## src/rtl/otp_wiper_pkg.sv

```systemverilog
package otp_wiper_pkg;
  localparam int BYTE_W  = 8;
  localparam int WIPER_W = 6;
  localparam int STAT_W  = BYTE_W - WIPER_W;
  localparam int CNT_W   = 4;

  localparam logic [5:0]         ADDR_HI  = 6'b010110;
  localparam logic [WIPER_W-1:0] MIDSCALE = WIPER_W'(1) << (WIPER_W - 1);

  // instruction flag positions, also the packing of flags_o
  localparam int FLG_FREEZE = 2;
  localparam int FLG_MID    = 1;
  localparam int FLG_SD     = 0;

  typedef enum logic [STAT_W-1:0] {
    STAT_BLANK = 2'b00,
    STAT_DONE  = 2'b10,
    STAT_BAD   = 2'b11
  } otp_stat_e;

  typedef enum logic [2:0] {
    BUS_IDLE,
    BUS_RX,
    BUS_ACK,
    BUS_TX,
    BUS_MACK
  } bus_st_e;

  typedef enum logic [1:0] {
    FR_ADDR,
    FR_INSTR,
    FR_DATA
  } frame_e;
endpackage

```

## src/rtl/otp_line_mon.sv

```systemverilog
module otp_line_mon (
  input  logic clk_i,
  input  logic rst_ni,
  input  logic scl_i,
  input  logic sda_i,
  output logic scl_rise_o,
  output logic scl_fall_o,
  output logic start_o,
  output logic stop_o
);
  logic scl_q, sda_q;

  always_ff @(posedge clk_i or negedge rst_ni) begin
    if (!rst_ni) begin
      scl_q <= 1'b1;
      sda_q <= 1'b1;
    end else begin
      scl_q <= scl_i;
      sda_q <= sda_i;
    end
  end

  assign scl_rise_o = !scl_q && scl_i;
  assign scl_fall_o = scl_q && !scl_i;
  // SDA moving while SCL stays high marks a bus condition
  assign start_o    = scl_q && scl_i && sda_q && !sda_i;
  assign stop_o     = scl_q && scl_i && !sda_q && sda_i;
endmodule

```

## src/rtl/otp_frame_fsm.sv

```systemverilog
module otp_frame_fsm
  import otp_wiper_pkg::*;
(
  input  logic               clk_i,
  input  logic               rst_ni,
  input  logic               scl_rise_i,
  input  logic               scl_fall_i,
  input  logic               start_i,
  input  logic               stop_i,
  input  logic               sda_i,
  input  logic               addr_pin_i,
  input  logic [BYTE_W-1:0]  rd_byte_i,
  output logic               sda_drive_o,
  output logic               wr_stb_o,
  output logic [2:0]         flags_o,
  output logic [WIPER_W-1:0] code_o
);
  localparam logic [CNT_W-1:0] LAST_BIT = CNT_W'(BYTE_W);

  bus_st_e           st_q;
  frame_e            fr_q;
  logic [CNT_W-1:0]  cnt_q;
  logic [BYTE_W-1:0] rx_q;
  logic [BYTE_W-1:0] tx_q;
  logic              rw_q;
  logic              addr_hit;

  assign addr_hit = (rx_q[BYTE_W-1:1] == {ADDR_HI, addr_pin_i});

  always_ff @(posedge clk_i or negedge rst_ni) begin
    if (!rst_ni) begin
      st_q        <= BUS_IDLE;
      fr_q        <= FR_ADDR;
      cnt_q       <= '0;
      rx_q        <= '0;
      tx_q        <= '0;
      rw_q        <= 1'b0;
      sda_drive_o <= 1'b0;
      wr_stb_o    <= 1'b0;
      flags_o     <= '0;
      code_o      <= '0;
    end else begin
      wr_stb_o <= 1'b0;
      if (start_i) begin
        st_q        <= BUS_RX;
        fr_q        <= FR_ADDR;
        cnt_q       <= '0;
        sda_drive_o <= 1'b0;
      end else if (stop_i) begin
        st_q        <= BUS_IDLE;
        sda_drive_o <= 1'b0;
      end else begin
        unique case (st_q)
          BUS_IDLE: ;
          BUS_RX: begin
            if (scl_rise_i) begin
              rx_q  <= {rx_q[BYTE_W-2:0], sda_i};
              cnt_q <= cnt_q + 1'b1;
            end else if (scl_fall_i && cnt_q == LAST_BIT) begin
              unique case (fr_q)
                FR_ADDR: begin
                  if (addr_hit) begin
                    rw_q        <= rx_q[0];
                    sda_drive_o <= 1'b1;
                    st_q        <= BUS_ACK;
                  end else begin
                    st_q <= BUS_IDLE;
                  end
                end
                FR_INSTR: begin
                  flags_o     <= rx_q[BYTE_W-1 -: 3];
                  sda_drive_o <= 1'b1;
                  st_q        <= BUS_ACK;
                end
                default: begin
                  code_o      <= rx_q[WIPER_W-1:0];
                  wr_stb_o    <= 1'b1;
                  sda_drive_o <= 1'b1;
                  st_q        <= BUS_ACK;
                end
              endcase
            end
          end
          BUS_ACK: begin
            if (scl_fall_i) begin
              cnt_q <= '0;
              unique case (fr_q)
                FR_ADDR: begin
                  if (rw_q) begin
                    sda_drive_o <= !rd_byte_i[BYTE_W-1];
                    tx_q        <= {rd_byte_i[BYTE_W-2:0], 1'b0};
                    st_q        <= BUS_TX;
                  end else begin
                    sda_drive_o <= 1'b0;
                    fr_q        <= FR_INSTR;
                    st_q        <= BUS_RX;
                  end
                end
                FR_INSTR: begin
                  sda_drive_o <= 1'b0;
                  fr_q        <= FR_DATA;
                  st_q        <= BUS_RX;
                end
                default: begin
                  sda_drive_o <= 1'b0;
                  st_q        <= BUS_IDLE;
                end
              endcase
            end
          end
          BUS_TX: begin
            if (scl_rise_i) begin
              cnt_q <= cnt_q + 1'b1;
            end else if (scl_fall_i) begin
              if (cnt_q == LAST_BIT) begin
                sda_drive_o <= 1'b0;
                st_q        <= BUS_MACK;
              end else begin
                sda_drive_o <= !tx_q[BYTE_W-1];
                tx_q        <= {tx_q[BYTE_W-2:0], 1'b0};
              end
            end
          end
          BUS_MACK: begin
            // single-byte read: master's answer closes the transfer
            if (scl_rise_i) st_q <= BUS_IDLE;
          end
          default: st_q <= BUS_IDLE;
        endcase
      end
    end
  end
endmodule

```

## src/rtl/otp_wiper_reg.sv

```systemverilog
module otp_wiper_reg
  import otp_wiper_pkg::*;
#(
  parameter int PROG_CYCLES = 64
) (
  input  logic               clk_i,
  input  logic               rst_ni,
  input  logic               wr_stb_i,
  input  logic [2:0]         flags_i,
  input  logic [WIPER_W-1:0] code_i,
  input  logic               fuse_ok_i,
  output logic [WIPER_W-1:0] wiper_o,
  output logic               shutdown_o,
  output logic               fuse_prog_o,
  output logic [STAT_W-1:0]  stat_o,
  output logic               locked_o,
  output logic [BYTE_W-1:0]  rd_byte_o
);
  localparam int PCNT_W = (PROG_CYCLES > 1) ? $clog2(PROG_CYCLES) : 1;
  localparam logic [PCNT_W-1:0] PCNT_LAST = PCNT_W'(PROG_CYCLES - 1);

  otp_stat_e         stat_q;
  logic              busy_q;
  logic [PCNT_W-1:0] pcnt_q;

  assign locked_o    = busy_q || (stat_q != STAT_BLANK);
  assign fuse_prog_o = busy_q;
  assign stat_o      = stat_q;
  assign rd_byte_o   = {stat_q, wiper_o};

  always_ff @(posedge clk_i or negedge rst_ni) begin
    if (!rst_ni) begin
      wiper_o    <= MIDSCALE;
      shutdown_o <= 1'b0;
      stat_q     <= STAT_BLANK;
      busy_q     <= 1'b0;
      pcnt_q     <= '0;
    end else begin
      if (busy_q) begin
        if (pcnt_q == PCNT_LAST) begin
          busy_q <= 1'b0;
          stat_q <= fuse_ok_i ? STAT_DONE : STAT_BAD;
        end else begin
          pcnt_q <= pcnt_q + 1'b1;
        end
      end
      if (wr_stb_i) begin
        shutdown_o <= flags_i[FLG_SD];
        // priority: freeze, then midscale, then data load
        if (flags_i[FLG_FREEZE]) begin
          if (!locked_o) begin
            busy_q <= 1'b1;
            pcnt_q <= '0;
          end
        end else if (!locked_o) begin
          wiper_o <= flags_i[FLG_MID] ? MIDSCALE : code_i;
        end
      end
    end
  end
endmodule

```

## src/rtl/otp_wiper_ctrl.sv

```systemverilog
module otp_wiper_ctrl
  import otp_wiper_pkg::*;
#(
  parameter int PROG_CYCLES = 64
) (
  input  logic       clk_i,
  input  logic       rst_ni,
  input  logic       scl_i,
  input  logic       sda_i,
  input  logic       addr_pin_i,
  input  logic       fuse_ok_i,
  output logic       sda_drive_o,
  output logic [5:0] wiper_o,
  output logic       shutdown_o,
  output logic       fuse_prog_o
);
  logic               scl_rise_w, scl_fall_w, start_w, stop_w;
  logic               wr_stb_w, locked_w;
  logic [2:0]         flags_w;
  logic [WIPER_W-1:0] code_w;
  logic [STAT_W-1:0]  stat_w;
  logic [BYTE_W-1:0]  rd_byte_w;

  otp_line_mon u_line (
    .clk_i      (clk_i),
    .rst_ni     (rst_ni),
    .scl_i      (scl_i),
    .sda_i      (sda_i),
    .scl_rise_o (scl_rise_w),
    .scl_fall_o (scl_fall_w),
    .start_o    (start_w),
    .stop_o     (stop_w)
  );

  otp_frame_fsm u_fsm (
    .clk_i       (clk_i),
    .rst_ni      (rst_ni),
    .scl_rise_i  (scl_rise_w),
    .scl_fall_i  (scl_fall_w),
    .start_i     (start_w),
    .stop_i      (stop_w),
    .sda_i       (sda_i),
    .addr_pin_i  (addr_pin_i),
    .rd_byte_i   (rd_byte_w),
    .sda_drive_o (sda_drive_o),
    .wr_stb_o    (wr_stb_w),
    .flags_o     (flags_w),
    .code_o      (code_w)
  );

  otp_wiper_reg #(.PROG_CYCLES(PROG_CYCLES)) u_reg (
    .clk_i       (clk_i),
    .rst_ni      (rst_ni),
    .wr_stb_i    (wr_stb_w),
    .flags_i     (flags_w),
    .code_i      (code_w),
    .fuse_ok_i   (fuse_ok_i),
    .wiper_o     (wiper_o),
    .shutdown_o  (shutdown_o),
    .fuse_prog_o (fuse_prog_o),
    .stat_o      (stat_w),
    .locked_o    (locked_w),
    .rd_byte_o   (rd_byte_w)
  );
endmodule

```

## config.mk

```make
export PLATFORM = sky130hd
export DESIGN_NAME = otp_wiper_ctrl
export DESIGN_NICKNAME = d
export VERILOG_FILES = /design/src/rtl/otp_wiper_pkg.sv /design/src/rtl/otp_line_mon.sv /design/src/rtl/otp_frame_fsm.sv /design/src/rtl/otp_wiper_reg.sv /design/src/rtl/otp_wiper_ctrl.sv
export SDC_FILE = /design/constraint.sdc
export NUM_CORES = 1
export LEC_CHECK = 0
export BUFFER_PORTS_ARGS = -buffer_cell sky130_fd_sc_hd__buf_2
export CAP_MARGIN = 20
export CORE_MARGIN = 5
export CORE_UTILIZATION = 65
export CTS_CLUSTER_DIAMETER = 100
export DETAILED_ROUTE_END_ITERATION = 16
export PLACE_DENSITY = 0.84
export SLEW_MARGIN = 20
export SYNTH_ARGS = -nofsm -noshare
export SYNTH_HDL_FRONTEND = slang
export SYNTH_SLANG_ARGS = --single-unit
export TNS_END_PERCENT = 20
```

## constraint.sdc

```tcl
create_clock -name clk_i -period 5.64 [get_ports clk_i]
set_input_delay 0.282 -clock clk_i [delete_from_list [all_inputs] [get_ports clk_i]]
set_output_delay 0.282 -clock clk_i [all_outputs]
set_load 0.03 [all_outputs]
```

==> flow_summary.yaml, run 1 <==
synth:
  yosys_warnings: 0
  syn_area_per_cell_um2: 11.0
  synth_top_flop_cell: "dfrtp_1"
  synth_cell_type_count: 53
  synthesis.nets: 250
  yosysSeqAreaShare: 0.509
  synth_edf_count: 0
  ys_ff_latch: 54
  synth_top_cell_area_share: 0.480
  synth_area_leader_cell: "dfrtp_1"
  synth-async-reset-ratio: 1.00
  synth_top_cells_by_area: "dfrtp_1 48%, mux2_1 4.2%, mux2_2 4.2%"
  postSynthCellCount: 241
  synthesis.area_um2: 2660
global_route:
  antenna_found_initial: 0
  grt_start_max_net_pins: 55
  overflow: 0
  global_route.usage.total: 0.199
  grt_pass1_vias: 1830
  grt_pass1_wl_um: 8360
floorplanning:
  die_height_um: 74.0
  die_w_um: 74.0
  floorplan.initialDensity: 0.670
  ios: 15
  dieArea_um2: 5470
  num_rows: 23
  fp.coreArea_um2: 3970
route:
  wl_per_cell_um: 15.3
  dr.first_iter.drc_count: 168
  vias: 1768
  routed_wl_um: 4660
  drt_pass1_iterations: 4
  drc: 0
  ant_nets: 0
  routed_via_density: 5.80
placed_design:
  gp_congestion: 0.772
  io_buffers: 14
  dp_cells: 297
  dpl.hpwl_um: 3360
  place_ws_ns: 3.66
cts:
  post_cts_resize_count: 0
  clockBufferDepth: 2
  cts_setup_buffers: 0
  root_buffer: "clkbuf_8"
  cts_tree: "yes"
  clock_latency_ns: 0.31
  numCtsBuffers: 5
  path_clk_slew_ns: 0.10
  cts_max_level: 2
  cts_sinks: 54
  hold_buffers: 0
power:
  ir_drop_mv: 0.169
  p_leak_uw: 0.00137
  p_per_area_nw_per_um2: 263
flow_run:
  drv_cap: 0
sta:
  slew_headroom: 0.482
  whs_ns: 0.0808
  slew_viol_final: 0
  period_share: 0.356
  finalHoldViolations: 0
  max_freq_mhz: 498
  final.setup_skew_ns: 0.0140
  worst_slack_ns: 3.63
  setup_viol: 0
  rsz0062_at_grt: "no"
  setup_tns_ns: 0
  tightest_slew_ns: 0.775
  min_period_ns: 2.01
run_status:
  status: "finished clean"
critical_path:
  crit_required_ns: 5.85
  end_kind: "flop"
  worst-path-max-fanout: 11
  critPathKind: "flop to flop"
  cp-start-kind: "flop"
  worst_ep_arrival_time_ns: 2.22
finish:
  fin_cells: 305
  drive_gt1_frac: 0.200
  antennaDiodeCount: 0
  final_nets: 263
  syn2layout_area_growth_pct: 7.10
  fin_util: 0.717
min_path:
  hp-class: "input port to async pin"
-- sequential cells by signal, summed over array words and instances, names as in the netlist --
signal             cells
u_fsm.tx_q             7
u_line.scl_q           1
u_fsm.rx_q             8
u_reg.wiper_o          6
u_fsm.rw_q             1
u_line.sda_q           1
u_reg.fuse_prog_o      1
u_fsm.st_q             3
u_fsm.flags_o          3
u_reg.stat_o           2
u_fsm.wr_stb_o         1
u_reg.shutdown_o       1
u_fsm.cnt_q            4
u_fsm.sda_drive_o      1
u_fsm.fr_q             2
u_fsm.code_o           6
u_reg.pcnt_q           6
-- layout make-up --
class	instances	area [um^2]
flip-flops and latches	54	1360
multi-input cells	164	1190
fillers	297	1120
repair buffers	16	85.1
clock buffers	6	72.6
well taps	50	62.6
inverters	13	48.8
clock inverters	2	37.5
-- through the flow --
stage / cell area (um^2) / power, uW
3_3_place_gp: 2740 / 499
4_1_cts: 2850 / 754
3_5_place_dp: 2740 / 501
6_report: 2850 / 749
5_1_grt: 2850 / 779
2_1_floorplan: 2660 / 476
-- Yosys cell counts, types with 4 or more instances --
cell,instances
dfrtp_1,51
nor2_1,19
a21oi_1,17
inv_1,13
nand2_1,11
mux2_1,10
mux2_2,10
o21ai_0,9
buf_4,8
mux2i_1,8
nand3_1,8
nand2b_1,7
nand3b_1,7
nor2b_1,5
o21ai_1,4
-- placed cells by master, fill, tap and decap left out, types with 8 or more instances in the layout --
master	n
a21oi_1	17
nand3_1	8
nor2_1	19
dfrtp_1	51
mux2_2	10
buf_2	14
mux2i_1	8
inv_1	13
mux2_1	10
o21ai_0	9
nand2_1	11
-- critical path, cell delays in order, from the launching register on --
cell and delay (ns):
dfrtp_1 0.55, nor2b_4 0.30, nand2_4 0.13, or3_1 0.46
o211ai_2 0.14, mux2_4 0.32
-- metal layers --
metal | vias to the layer above | part of all wire | track usage
li1 | 870 | - | -
met1 | 868 | 0.47 | 0.264
met2 | 21 | 0.49 | 0.313
met3 | 9 | 0.027 | 0.0405
met4 | 0 | 0.020 | 0.0946
met5 | - | 0 | 0
-- final timing paths --
path                                               start                            end  slack [ns]  depth (start not counted)
min reg2reg                u_fsm.sda_drive_o$_DFFE_PN0P_  u_fsm.sda_drive_o$_DFFE_PN0P_        0.49                          1
max reg2reg                    u_fsm.st_q[0]$_DFFE_PN0P_      u_fsm.st_q[0]$_DFFE_PN0P_        3.63                          5
max in group asynchronous                         rst_ni    u_fsm.code_o[4]$_DFFE_PN0P_        5.13                          2
min in group clk_i                                 sda_i         u_line.sda_q$_DFF_PN1_        0.11                          1
min                                               rst_ni      u_reg.pcnt_q[4]$_DFF_PN0_        0.08                          2
max                            u_fsm.st_q[0]$_DFFE_PN0P_      u_fsm.st_q[0]$_DFFE_PN0P_        3.63                          5
-- where the power goes --
group          leakage, uW  total, uW  switching, uW  internal [uW]
Combinational     0.000587       75.9           43.5           32.4
Clock            0.0000514        255            123            132
Sequential        0.000731        417           16.2            401
Total              0.00137        749            183            566
-- cell families after synthesis --
family                   count (synthesis)  synth area share
AND/OR/NAND/NOR                         83             0.191
flip-flops                              54             0.509
adder cells (fa/ha/maj)                  3            0.0141
XOR/XNOR                                 3           0.00988
buffers and inverters                   23            0.0442
AO/OA/AOI/OAI                           45             0.106
multiplexers                            30             0.126
(Power assumes the default switching activity.)
==> run 2, diff against run 1 <==
--- a/config.mk
+++ b/config.mk
@@ -8,10 +8,10 @@
 export BUFFER_PORTS_ARGS = -buffer_cell sky130_fd_sc_hd__buf_2
 export CAP_MARGIN = 20
 export CORE_MARGIN = 5
-export CORE_UTILIZATION = 65
+export CORE_UTILIZATION = 60
 export CTS_CLUSTER_DIAMETER = 100
 export DETAILED_ROUTE_END_ITERATION = 16
-export PLACE_DENSITY = 0.84
+export PLACE_DENSITY = 0.79
 export SLEW_MARGIN = 20
 export SYNTH_ARGS = -nofsm -noshare
 export SYNTH_HDL_FRONTEND = slang
==> constraint.sdc (replaced) <==
create_clock -name clk_i -period 2.1 [get_ports clk_i]
set_input_delay 0.105 -clock clk_i [delete_from_list [all_inputs] [get_ports clk_i]]
set_output_delay 0.105 -clock clk_i [all_outputs]
set_load 0.03 [all_outputs]
==> flow_summary.yaml, run 2 (synthesis results as in run 1) <==
power:
  clkPwrFrac: 0.352
  p_sw_frac: 0.238
  power.switching_uw: 491
  internal-power_uw: 1570
  pwr-share-comb: 0.109
  finalPower_uw: 2060
  p_seq_frac: 0.539
  p_leak_uw: 0.00142
  ir_drop_mv: 0.665
  p_per_area_nw_per_um2: 702
route:
  wl_per_cell_um: 14.8
  dr.first_iter.drc_count: 112
  routed_via_density: 5.75
  routed_wl_um: 4660
  drt_pass1_iterations: 6
  ant_nets: 0
  vias: 1810
  drc: 0
critical_path:
  worst_ep_arrival_time_ns: 2.12
  end_kind: "flop"
  critPathKind: "flop to flop"
  crit_required_ns: 2.30
  r2r_start: "u_fsm.cnt_q[0]$_DFFE_PN0P_"
  cp-startpoint: "u_fsm.cnt_q[0]$_DFFE_PN0P_"
  worst-path-max-fanout: 5
  cp-start-kind: "flop"
sta:
  setup_viol: 0
  finalHoldViolations: 0
  slew_headroom: 0.555
  rsz0062_at_grt: "no"
  worst_slack_ns: 0.178
  max_freq_mhz: 520
  whs_ns: 0.323
  setup_tns_ns: 0
  tightest_slew_ns: 0.666
  min_period_ns: 1.92
  slew_viol_final: 0
  final.setup_skew_ns: 0.00863
  period_share: 0.915
floorplanning:
  floorplan.initialDensity: 0.615
  fp.coreArea_um2: 4320
  ios: 15
  dieArea_um2: 5870
  num_rows: 24
  die_height_um: 76.6
  die_w_um: 76.6
global_route:
  grt_pass1_wl_um: 8540
  global_route.usage.total: 0.178
  grt_pass1_vias: 1790
  overflow: 0
  antenna_found_initial: 0
  grt_start_max_net_pins: 28
finish:
  syn2layout_area_growth_pct: 10.3
  antennaDiodeCount: 0
  layout_commonest_cell: "dfrtp_1"
  final_cell_area_um2: 2930
  mostFrequentLayoutCells: "51 x dfrtp_1, 19 x nor2_1, 17 x a21oi_1, 14 x buf_2, 13 x inv_1"
  drive_gt1_frac: 0.213
  seq_area_um2: 1360
  largestRegisters: "u_fsm.rx_q: 8 flops, u_fsm.tx_q: 7 flops"
  largest_reg_flops: 8
  fillers: 345
  multiInputGateArea_um2: 1190
  final_nets: 271
  regMostFlops: "u_fsm.rx_q"
flow_run:
  drv_cap: 0
placed_design:
  placed_area_um2: 2770
  io_buffers: 14
  dpl.hpwl_um: 3430
  gp_congestion: 0.853
  place_ws_ns: 0.180
cts:
  clock_latency_ns: 0.31
  path_clk_slew_ns: 0.10
  post_cts_resize_count: 0
  cts_sinks: 54
  root_buffer: "clkbuf_8"
  cts_max_level: 2
  cts_setup_buffers: 0
  clockBufferDepth: 2
  numCtsBuffers: 5
  cts_tree: "yes"
run_status:
  status: "finished clean"
min_path:
  hp-class: "input port to async pin"
run 2: cell types whose count changed in the layout (fill, tap and decap cells not counted), sizes merged:
cell / delta
buf: +4
clkinvlp: -1
dlygate4sd3: +4
inv: +1
run 2: worst paths after layout:
path / cells past startpoint / to / slack, ns
setup / recovery: 7 / u_fsm.st_q[0]$_DFFE_PN0P_ / 0.18
hold / removal: 2 / u_fsm.st_q[0]$_DFFE_PN0P_ / 0.32
setup reg to reg: 7 / u_fsm.st_q[0]$_DFFE_PN0P_ / 0.18
hold reg to reg: 1 / u_fsm.code_o[3]$_DFFE_PN0P_ / 0.50
max in group asynchronous: 3 / u_reg.wiper_o[5]$_DFFE_PN1P_ / 1.09
min in group clk_i: 6 / u_fsm.rw_q$_DFFE_PN0P_ / 0.45
run 2: routing by layer:
metal | vias to the layer above | share of wire | GRT usage
met2 | 24 | 0.48 | 0.267
met3 | 10 | 0.034 | 0.0437
met5 | - | 0 | 0
met1 | 884 | 0.47 | 0.248
met4 | 0 | 0.021 | 0.0699
li1 | 892 | - | -
run 2: layout make-up:
| class | instances | share of cell area |
|---|---|---|
| multi-input combinational | 164 | 0.405 |
| clock buffer | 6 | 0.0282 |
| tap | 52 | 0.0222 |
| sequential | 54 | 0.462 |
| clock inverter | 2 | 0.0132 |
| timing repair buffer | 24 | 0.0529 |
| inverter | 13 | 0.0166 |
run 2: power groups by stage:
| stage | combinational (uW) | clock, uW | sequential [uW] |
|---|---|---|---|
| 5_1_grt | 253 | 793 | 1120 |
| 3_5_place_dp | 221 | 0 | 1130 |
| 2_1_floorplan | 139 | 0 | 1140 |
| 3_3_place_gp | 216 | 0 | 1130 |
| 6_report | 225 | 724 | 1110 |
| 4_1_cts | 227 | 750 | 1110 |
run 2: through the flow:
| stage | instances | util |
|---|---|---|
| after floorplan | 241 | - |
| after global placement | 303 | 0.641 |
| after detailed placement | 303 | 0.641 |
| after CTS | 315 | 0.678 |
| after global routing | 315 | 0.678 |
| final | 315 | 0.678 |
run 2: critical path, stage by stage (launching register included):
cell      delay [ns]
dfrtp_1         0.39
inv_1           0.07
ha_1            0.20
nand3b_2        0.13
nor2_2          0.05
or4_4           0.54
o211ai_2        0.11
mux2_4          0.32
run 2: timing repair:
action,in CTS,in global routing
hold buffers,4,0
endpoints found under the hold margin,26,0
endpoints found under the setup margin,0,0
==> run 3, diff against run 2 <==
==> constraint.sdc (replaced) <==
create_clock -name clk_i -period 1.9 [get_ports clk_i]
set_input_delay 0.095 -clock clk_i [delete_from_list [all_inputs] [get_ports clk_i]]
set_output_delay 0.095 -clock clk_i [all_outputs]
set_load 0.03 [all_outputs]
==> flow_summary.yaml, run 3 (synthesis results as in run 1) <==
run_status:
  status: "finished clean"
floorplanning:
  floorplan.initialDensity: 0.615
  dieArea_um2: 5870
  die_height_um: 76.6
  num_rows: 24
  fp.coreArea_um2: 4320
  die_w_um: 76.6
  ios: 15
sta:
  finalHoldViolations: 0
  setup_viol: 0
  slew_viol_final: 0
  tightest_slew_ns: 0.690
  slew_headroom: 0.539
  period_share: 0.974
  min_period_ns: 1.85
  max_freq_mhz: 541
  setup_tns_ns: 0
  final.setup_skew_ns: 0.00532
  rsz0062_at_grt: "yes"
finish:
  syn2layout_area_growth_pct: 12.0
  antennaDiodeCount: 0
  layout_commonest_cell: "dfrtp_1"
  regMostFlops: "u_fsm.rx_q"
  final_cell_area_um2: 2980
  fin_cells: 321
  largest_reg_flops: 8
  largestRegisters: "u_fsm.rx_q: 8 flops, u_fsm.tx_q: 7 flops"
  drive_gt1_frac: 0.238
  mostFrequentLayoutCells: "51 x dfrtp_1, 19 x nor2_1, 16 x a21oi_1, 14 x buf_2, 13 x inv_1"
  final_nets: 277
  fillers: 337
critical_path:
  r2r_slack_ns: 0.05
  crit_end: "u_fsm.st_q[0]$_DFFE_PN0P_"
  worst-path-max-fanout: 4
  crit_required_ns: 2.10
  cp-startpoint: "u_fsm.cnt_q[1]$_DFFE_PN0P_"
  r2r_start: "u_fsm.cnt_q[1]$_DFFE_PN0P_"
  rr_worst_depth: 7
  critPathKind: "flop to flop"
  end_kind: "flop"
  worst_ep_arrival_time_ns: 2.05
  cp-start-kind: "flop"
  r2r_end: "u_fsm.st_q[0]$_DFFE_PN0P_"
cts:
  clockBufferDepth: 2
  numCtsBuffers: 5
  root_buffer: "clkbuf_8"
  clock_latency_ns: 0.30
  path_clk_slew_ns: 0.09
  cts_tree: "yes"
  cts_setup_buffers: 0
  cts_max_level: 2
  cts_sinks: 54
flow_run:
  drv_cap: 0
placed_design:
  gp_congestion: 0.818
  dp_cells: 309
  dpl.hpwl_um: 3530
  placed_area_um2: 2820
  io_buffers: 14
global_route:
  grt_pass1_wl_um: 8450
  grt_start_max_net_pins: 21
  global_route.usage.total: 0.174
  antenna_found_initial: 0
  grt_pass1_vias: 1804
  overflow: 0
route:
  vias: 1835
  routed_wl_um: 4760
  drt_pass1_iterations: 4
  ant_nets: 0
  drc: 0
  wl_per_cell_um: 14.8
  dr.first_iter.drc_count: 73
  routed_via_density: 5.72
power:
  p_per_area_nw_per_um2: 759
  ir_drop_mv: 0.482
  p_leak_uw: 0.00144
min_path:
  hp-class: "input port to async pin"
run 3: cell count changes in the layout (fill, tap and decap cells not counted), sizes merged:
cell,before,now
buf,20,26
clkinv,0,1
clkbuf,6,5
run 3: area by class of cell:
class,instances,area [um^2],area share
clock buffers,5,68.8,0.0231
clock inverters,3,47.5,0.0160
inverters,13,48.8,0.0164
multi-input cells,164,1190,0.401
flip-flops and latches,54,1360,0.455
well taps,52,65.1,0.0218
repair buffers,30,200,0.0672
run 3: worst min-delay path by stage:
| stage | from | end | cells past startpoint |
|---|---|---|---|
| after detailed placement | rst_ni | u_fsm.cnt_q[1]$_DFFE_PN0P_ | 1 |
| after global placement | rst_ni | u_fsm.cnt_q[1]$_DFFE_PN0P_ | 1 |
| after floorplan | rst_ni | u_fsm.cnt_q[0]$_DFFE_PN0P_ | 0 |
| after global routing | rst_ni | u_fsm.cnt_q[1]$_DFFE_PN0P_ | 2 |
| after CTS | rst_ni | u_fsm.cnt_q[1]$_DFFE_PN0P_ | 2 |
| final | rst_ni | u_fsm.cnt_q[1]$_DFFE_PN0P_ | 2 |
run 3: routing by layer:
metal	global-route usage	wire [um]	vias up	share of wire
met5	0	0	-	0
met4	0.0542	55	0	0.012
met3	0.0331	143	6	0.030
met2	0.277	2320	25	0.49
met1	0.240	2240	896	0.47
li1	-	-	908	-
run 3: worst max-delay path: stages, from the launching register on:
cell	delay (ns)
dfrtp_1	0.40
inv_1	0.05
ha_1	0.18
nand3b_2	0.10
nor2_2	0.04
or4_4	0.54
o211ai_2	0.12
mux2_4	0.32
run 3: power by group:
group | switching, uW | internal [uW] | total, uW
clock network | 373 | 399 | 772
logic | 142 | 117 | 259
registers | 38.5 | 1190 | 1230
run 3: metrics by stage:
stage	hold slack (ns)	setup WS, ns	total power [uW]	utilization
3_3_place_gp	0.0564	0.0917	1500	0.651
5_1_grt	0.287	-0.0176	2370	0.689
4_1_cts	0.264	0.0470	2290	0.688
3_5_place_dp	0.0561	0.0571	1510	0.651
6_report	0.257	0.0500	2260	0.689
2_1_floorplan	-0.201	0.0606	1410	-
run 3: timing repair:
item,CTS,global route
endpoints found under the setup margin,0,3
resized for setup,0,2
hold buffers,4,0
hold endpoints to repair,19,0
